$ cat config.mk
export PLATFORM = sky130hd
export DESIGN_NAME = i2c_mstat_unit
export DESIGN_NICKNAME = d
export VERILOG_FILES = /design/src/rtl/i2c_mstat_pkg.sv /design/src/rtl/bus_cond_mon.sv /design/src/rtl/evt_latch.sv /design/src/rtl/lvl_track.sv /design/src/rtl/irq_combine.sv /design/src/rtl/i2c_mstat_unit.sv
export SDC_FILE = /design/constraint.sdc
export NUM_CORES = 1
export LEC_CHECK = 0
export ABC_AREA = 1
export BUFFER_PORTS_ARGS = -buffer_cell sky130_fd_sc_hd__buf_2
export CAP_MARGIN = 20
export CORE_MARGIN = 3
export CORE_UTILIZATION = 30
export DETAILED_ROUTE_END_ITERATION = 6
export GPL_TIMING_DRIVEN = 0
export HOLD_SLACK_MARGIN = 0.05
export PLACE_DENSITY = 0.68
export RECOVER_POWER = 50
export SLEW_MARGIN = 5
export SYNTH_ARGS = -nofsm -noshare
export SYNTH_HDL_FRONTEND = slang
export SYNTH_SLANG_ARGS = --single-unit
$ cat constraint.sdc
create_clock -name clk -period 0.9 [get_ports clk]
set_input_delay 0 -clock clk [delete_from_list [all_inputs] [get_ports clk]]
set_output_delay 0 -clock clk [all_outputs]
set_load 0.02 [all_outputs]
$ cat src/rtl/i2c_mstat_pkg.sv
package i2c_mstat_pkg;
  localparam int STAT_W = 16;

  // status word bit positions
  localparam int B_BUS   = 10;
  localparam int B_OVF   = 9;
  localparam int B_DONE  = 8;
  localparam int B_DNACK = 7;
  localparam int B_EBUSY = 6;
  localparam int B_ARB   = 5;
  localparam int B_ANACK = 4;
  localparam int B_RXQ   = 3;
  localparam int B_TXQ   = 2;

  // sticky event vector indices
  localparam int N_EVT   = 5;
  localparam int EV_DONE = 0;
  localparam int EV_ANAK = 1;
  localparam int EV_DNAK = 2;
  localparam int EV_ARB  = 3;
  localparam int EV_OVF  = 4;

  // interrupt enable indices
  localparam int N_EN    = 5;
  localparam int EN_DONE = 0;
  localparam int EN_NACK = 1;
  localparam int EN_ARB  = 2;
  localparam int EN_RXQ  = 3;
  localparam int EN_TXQ  = 4;

  typedef struct packed {
    logic       tx_req;
    logic       rx_req;
    logic       eng_busy;
    logic [1:0] tx_code;
  } lvl_t;
endpackage

$ cat src/rtl/bus_cond_mon.sv
module bus_cond_mon #(
  parameter int SYNC_STAGES = 2
) (
  input  logic clk,
  input  logic rst,
  input  logic scl_in,
  input  logic sda_in,
  output logic bus_busy
);
  logic [SYNC_STAGES-1:0] scl_q, sda_q;
  logic scl_s, sda_s, scl_p, sda_p;
  logic start_det, stop_det;
  logic past_ok;

  always_ff @(posedge clk) begin
    if (rst) begin
      scl_q <= '1;
      sda_q <= '1;
      scl_p <= 1'b1;
      sda_p <= 1'b1;
    end else begin
      scl_q <= {scl_q[SYNC_STAGES-2:0], scl_in};
      sda_q <= {sda_q[SYNC_STAGES-2:0], sda_in};
      scl_p <= scl_s;
      sda_p <= sda_s;
    end
  end

  assign scl_s = scl_q[SYNC_STAGES-1];
  assign sda_s = sda_q[SYNC_STAGES-1];

  assign start_det = scl_s & scl_p & sda_p & ~sda_s;
  assign stop_det  = scl_s & scl_p & ~sda_p & sda_s;

  always_ff @(posedge clk) begin
    if (rst)            bus_busy <= 1'b0;
    else if (start_det) bus_busy <= 1'b1;
    else if (stop_det)  bus_busy <= 1'b0;
  end

  always_ff @(posedge clk) past_ok <= !rst;

  assert_busy_on_start_R1: assert property (@(posedge clk) disable iff (rst)
    (past_ok && $past(start_det)) |-> bus_busy);
  assert_idle_on_stop_R1: assert property (@(posedge clk) disable iff (rst)
    (past_ok && $past(stop_det)) |-> !bus_busy);
  assert_busy_steady_R1: assert property (@(posedge clk) disable iff (rst)
    (past_ok && !$past(start_det) && !$past(stop_det)) |-> $stable(bus_busy));
endmodule

$ cat src/rtl/evt_latch.sv
module evt_latch #(
  parameter int N = 5
) (
  input  logic         clk,
  input  logic         rst,
  input  logic [N-1:0] set,
  input  logic         clr,
  output logic [N-1:0] q
);
  logic past_ok;

  always_ff @(posedge clk) begin
    if (rst) q <= '0;
    else     q <= (clr ? '0 : q) | set;
  end

  always_ff @(posedge clk) past_ok <= !rst;

  assert_sticky_hold_R6: assert property (@(posedge clk) disable iff (rst)
    (past_ok && !$past(clr)) |-> (($past(q) & ~q) == '0));
  assert_event_wins_R6: assert property (@(posedge clk) disable iff (rst)
    past_ok |-> ((q & $past(set)) == $past(set)));
  assert_read_clears_R6: assert property (@(posedge clk) disable iff (rst)
    (past_ok && $past(clr)) |-> (q == $past(set)));
endmodule

$ cat src/rtl/lvl_track.sv
module lvl_track
  import i2c_mstat_pkg::*;
#(
  parameter int TX_DEPTH = 2,
  parameter int RX_DEPTH = 4,
  localparam int TXC_W = $clog2(TX_DEPTH + 1),
  localparam int RXC_W = $clog2(RX_DEPTH + 1)
) (
  input  logic             clk,
  input  logic             rst,
  input  logic [TXC_W-1:0] tx_count,
  input  logic [RXC_W-1:0] rx_count,
  input  logic             addr_wr_sent,
  input  logic             eng_busy,
  output logic             rx_full,
  output lvl_t             lvl
);
  lvl_t lvl_d;
  logic past_ok;

  assign rx_full = (rx_count == RXC_W'(RX_DEPTH));

  always_comb begin
    lvl_d.eng_busy = eng_busy;
    lvl_d.rx_req   = (rx_count != '0);
    lvl_d.tx_req   = addr_wr_sent && (tx_count <= TXC_W'(1));
    if (tx_count == '0)                      lvl_d.tx_code = 2'b00;
    else if (tx_count >= TXC_W'(TX_DEPTH))   lvl_d.tx_code = 2'b11;
    else                                     lvl_d.tx_code = 2'b01;
  end

  always_ff @(posedge clk) begin
    if (rst) lvl <= '0;
    else     lvl <= lvl_d;
  end

  always_ff @(posedge clk) past_ok <= !rst;

  assert_txcode_full_R10: assert property (@(posedge clk) disable iff (rst)
    (past_ok && $past(tx_count) == TXC_W'(TX_DEPTH)) |-> (lvl.tx_code == 2'b11));
  assert_txreq_needs_addr_R8: assert property (@(posedge clk) disable iff (rst)
    (past_ok && !$past(addr_wr_sent)) |-> !lvl.tx_req);
  assert_rxreq_empty_R9: assert property (@(posedge clk) disable iff (rst)
    (past_ok && $past(rx_count) == '0) |-> !lvl.rx_req);
endmodule

$ cat src/rtl/irq_combine.sv
module irq_combine
  import i2c_mstat_pkg::*;
(
  input  logic              clk,
  input  logic              rst,
  input  logic [STAT_W-1:0] stat,
  input  logic [N_EN-1:0]   en,
  output logic              irq
);
  logic [N_EN-1:0] src;
  logic past_ok;

  always_comb begin
    src          = '0;
    src[EN_DONE] = stat[B_DONE];
    src[EN_NACK] = stat[B_ANACK] | stat[B_DNACK];
    src[EN_ARB]  = stat[B_ARB];
    src[EN_RXQ]  = stat[B_RXQ];
    src[EN_TXQ]  = stat[B_TXQ];
  end

  always_ff @(posedge clk) begin
    if (rst) irq <= 1'b0;
    else     irq <= |(src & en);
  end

  always_ff @(posedge clk) past_ok <= !rst;

  assert_irq_quiet_R11: assert property (@(posedge clk) disable iff (rst)
    (past_ok && $past(en) == '0) |-> !irq);
  assert_irq_done_R11: assert property (@(posedge clk) disable iff (rst)
    (past_ok && $past(en[EN_DONE]) && $past(stat[B_DONE])) |-> irq);
endmodule

$ cat src/rtl/i2c_mstat_unit.sv
module i2c_mstat_unit
  import i2c_mstat_pkg::*;
#(
  parameter int TX_DEPTH    = 2,
  parameter int RX_DEPTH    = 4,
  parameter int SYNC_STAGES = 2,
  localparam int TXC_W = $clog2(TX_DEPTH + 1),
  localparam int RXC_W = $clog2(RX_DEPTH + 1)
) (
  input  logic              clk,
  input  logic              rst,
  input  logic              scl_in,
  input  logic              sda_in,
  input  logic              ev_done,
  input  logic              ev_addr_nack,
  input  logic              ev_data_nack,
  input  logic              ev_arb_lost,
  input  logic              eng_busy,
  input  logic              addr_wr_sent,
  input  logic [TXC_W-1:0]  tx_count,
  input  logic [RXC_W-1:0]  rx_count,
  input  logic              rx_push,
  input  logic              stat_rd,
  input  logic [N_EN-1:0]   irq_en,
  output logic [STAT_W-1:0] stat_word,
  output logic              irq
);
  logic             bus_busy;
  logic             rx_full;
  lvl_t             lvl;
  logic [N_EVT-1:0] evt_set, evt_q;
  logic             past_ok;

  bus_cond_mon #(.SYNC_STAGES(SYNC_STAGES)) u_bus (
    .clk(clk), .rst(rst), .scl_in(scl_in), .sda_in(sda_in), .bus_busy(bus_busy)
  );

  lvl_track #(.TX_DEPTH(TX_DEPTH), .RX_DEPTH(RX_DEPTH)) u_lvl (
    .clk(clk), .rst(rst), .tx_count(tx_count), .rx_count(rx_count),
    .addr_wr_sent(addr_wr_sent), .eng_busy(eng_busy), .rx_full(rx_full), .lvl(lvl)
  );

  always_comb begin
    evt_set          = '0;
    evt_set[EV_DONE] = ev_done;
    evt_set[EV_ANAK] = ev_addr_nack;
    evt_set[EV_DNAK] = ev_data_nack;
    evt_set[EV_ARB]  = ev_arb_lost;
    evt_set[EV_OVF]  = rx_push & rx_full;
  end

  evt_latch #(.N(N_EVT)) u_evt (
    .clk(clk), .rst(rst), .set(evt_set), .clr(stat_rd), .q(evt_q)
  );

  always_comb begin
    stat_word          = '0;
    stat_word[B_BUS]   = bus_busy;
    stat_word[B_OVF]   = evt_q[EV_OVF];
    stat_word[B_DONE]  = evt_q[EV_DONE];
    stat_word[B_DNACK] = evt_q[EV_DNAK];
    stat_word[B_EBUSY] = lvl.eng_busy;
    stat_word[B_ARB]   = evt_q[EV_ARB];
    stat_word[B_ANACK] = evt_q[EV_ANAK];
    stat_word[B_RXQ]   = lvl.rx_req;
    stat_word[B_TXQ]   = lvl.tx_req;
    stat_word[1:0]     = lvl.tx_code;
  end

  irq_combine u_irq (
    .clk(clk), .rst(rst), .stat(stat_word), .en(irq_en), .irq(irq)
  );

  always_ff @(posedge clk) past_ok <= !rst;

  assert_overflow_set_R2: assert property (@(posedge clk) disable iff (rst)
    (past_ok && $past(rx_push) && $past(rx_count) == RXC_W'(RX_DEPTH)) |-> stat_word[B_OVF]);
  assert_done_set_R3: assert property (@(posedge clk) disable iff (rst)
    (past_ok && $past(ev_done)) |-> stat_word[B_DONE]);
  assert_nack_split_R4: assert property (@(posedge clk) disable iff (rst)
    (past_ok && $past(stat_rd) && !$past(ev_addr_nack)) |-> !stat_word[B_ANACK]);
  assert_arb_set_R5: assert property (@(posedge clk) disable iff (rst)
    (past_ok && $past(ev_arb_lost)) |-> stat_word[B_ARB]);
  assert_engbusy_R7: assert property (@(posedge clk) disable iff (rst)
    past_ok |-> (stat_word[B_EBUSY] == $past(eng_busy)));
  assert_upper_zero_R10: assert property (@(posedge clk)
    stat_word[STAT_W-1:11] == '0);
endmodule

==> metrics.txt <==
status complete, no violations; CP delay by family, top flip-flops; DR pass1 iterations 3; CP max stage cell dfxtp_1; synth top area cells dfxtp_1, buf_4, nor2_1, a21oi_1, nand2_1; # setup viols final 0; YS warnings 0; CTS Buf Count 3; Residual DRC 0; GR Util All Layers 11.3%; critical path startpoint category flip-flop; Synth Cell Area 631 um2; static leakage 0.531 nW; Post-synth top flop dfxtp_1; Final ANT Viol Nets 0; Synth top area share 57.1%; gr ovfl total 0; layout cell share with drive strength beyond 1 32.3%; GPL Wtd Cong 0.702; nets@finish 154; post-layout util 56.0%; Pins Over Slew Limit 0; Max stage delay on crit path 0.34 ns; Post-synth EDFFs 0; most common cell in the synthesized netlist dfxtp_1; via count 612; clk slew on worst S/H paths 0.09 ns; min-delay worst type primary input to flip-flop; RSZ-0062 raised after global routing false; final worst slack 0.0338 ns; number of global-route vias before repair 571; Final Skew 0.00156 ns; register area share after synthesis 57.1%; Buf/Inv on CP 2; Setup WS pre-CTS 0.193 ns; Peak VDD IR 1330 uV; final hold violations 0; critical path class flip-flop to output port; Mapped Avg Cell Area 8.76 um2; Max Cap Violations 0; clock buffer depth 2; CP required 0.90 ns; cts repair resizes 0; Netlist cell types 13; CP cell instances buf_4 -> buf_2; crit-path max FO 2; Port Buffers 33; Rows 15; # IOs 39; Routed WL per cell 9.70 um; dpl cells 134; FFs w/ async S/R, synth 0%; Yosys top cell by area dfxtp_1; Final Non-Filler Cells 155; clock latency on the worst-skew pair 0.28 ns; Final period util 96.2%; Post-synth top cells dfxtp_1, nor2_1, nand2_1; cell area power density 1460 nW/um2; final wirelength 1.50 mm; maximum level of the CTS H-tree 1; clk root buf clkbuf_4; Core ar. 1860 um2; crit end category output port; worst endpoint data arrival time 0.87 ns; Final Critical Period 0.866 ns; dpl hpwl 960 um; CTS sink cnt 18; Starting Density 33.9%; CTS tree done; TNS Setup 0 ns; Syn Inst Count 72; vias per inst 3.95; Layout area overhead 64.9%; Max Freq 1.15 GHz; initial drt markers 2; largest net degree at the start of global routing 11; Min Hold Slack 0.0625 ns; Ant. Diodes 0; first-pass GRT wire length 2.25 mm; Yosys reg bits 18; initial antenna violation count 0; die width 51.8 um; die height 51.8 um; Die Footprint 2690 um2
[routing by layer]
layer	up-vias	GRT usage (%)	part of all wire (%)
li1	326	-	-
met1	252	11.2	39
met2	30	21.1	51
met3	4	2.87	6.6
met4	0	5.68	3.3
met5	-	0	0
[worst reg2reg max path: cells and delay by family, from the launching register on]
kind | cells | cell delay, ns
flip-flops | 1 | 0.33
AO/OA/AOI/OAI | 2 | 0.29
[final cells by class]
cell class	instances	area, um2
multi-input combinational	45	206
clock buffer	3	22.5
inverter	6	22.5
timing repair buffer	51	340
buffer	7	56.3
fill	168	818
tap	25	31.3
sequential	18	360
[where the power goes]
part | total [W] | switching [W] | internal (W) | leakage, nW
registers | 0.000856 | 0.0000177 | 0.000838 | 0.149
logic | 0.000289 | 0.000140 | 0.000149 | 0.368
clock network | 0.000370 | 0.000214 | 0.000155 | 0.0138
[registers in the layout (all words and copies together) (netlist names)]
name	cells
u_irq.irq	1
u_bus.sda_p	1
u_bus.bus_busy	1
u_bus.scl_p	1
u_lvl.lvl	5
u_evt.q	5
u_bus.sda_q	2
u_bus.scl_q	2
[worst paths after layout]
| kind | startpoint | to | slack (ns) | cells past startpoint |
|---|---|---|---|---|
| worst max-delay path | u_bus.bus_busy | stat_word[10] | 0.03 | 2 |
| worst min-delay path | irq_en[4] | u_irq.irq | 0.06 | 5 |
| worst max register to register | u_evt.q[1] | u_irq.irq | 0.17 | 2 |
| worst min register to register | u_bus.scl_q[0] | u_bus.scl_q[1] | 0.41 | 1 |
[through the flow]
stage                     instance area [um2]  total power, W
after floorplan                           646         0.00101
after global placement                    842         0.00110
after detailed placement                  842         0.00110
after CTS                                1040         0.00153
after global routing                     1040         0.00159
final                                    1040         0.00152
[logic make-up (layout without fill, tap and decap cells)]
| kind of cell | after synthesis | in the layout | synth area share [%] |
|---|---|---|---|
| compound gates | 10 | 10 | 7.94 |
| buf+inv | 13 | 67 | 12.5 |
| flops | 18 | 18 | 57.1 |
| other cells | 1 | 5 | 0.595 |
| simple gates | 30 | 30 | 21.8 |
[what timing repair did]
item / CTS / global route
endpoints found under the hold margin: 17 / 0
hold buffers: 18 / 0
endpoints found under the setup margin: 0 / 0
buffers inserted: 0 / 0
[cell usage in the layout, fill, tap and decap left out]
master and instances:
a21oi_1 8, clkbuf_1 4, nor3b_2 1, dlygate4sd3_1 18, or2_2 2, nand2_1 10
clkbuf_4 3, nor2_1 12, o21ai_0 2, inv_1 6, dfxtp_1 18, or2_1 4
nand3_1 1, buf_2 29, conb_1 5, buf_4 6, buf_6 1
No activity file was read; power rests on OpenSTA's default activity.
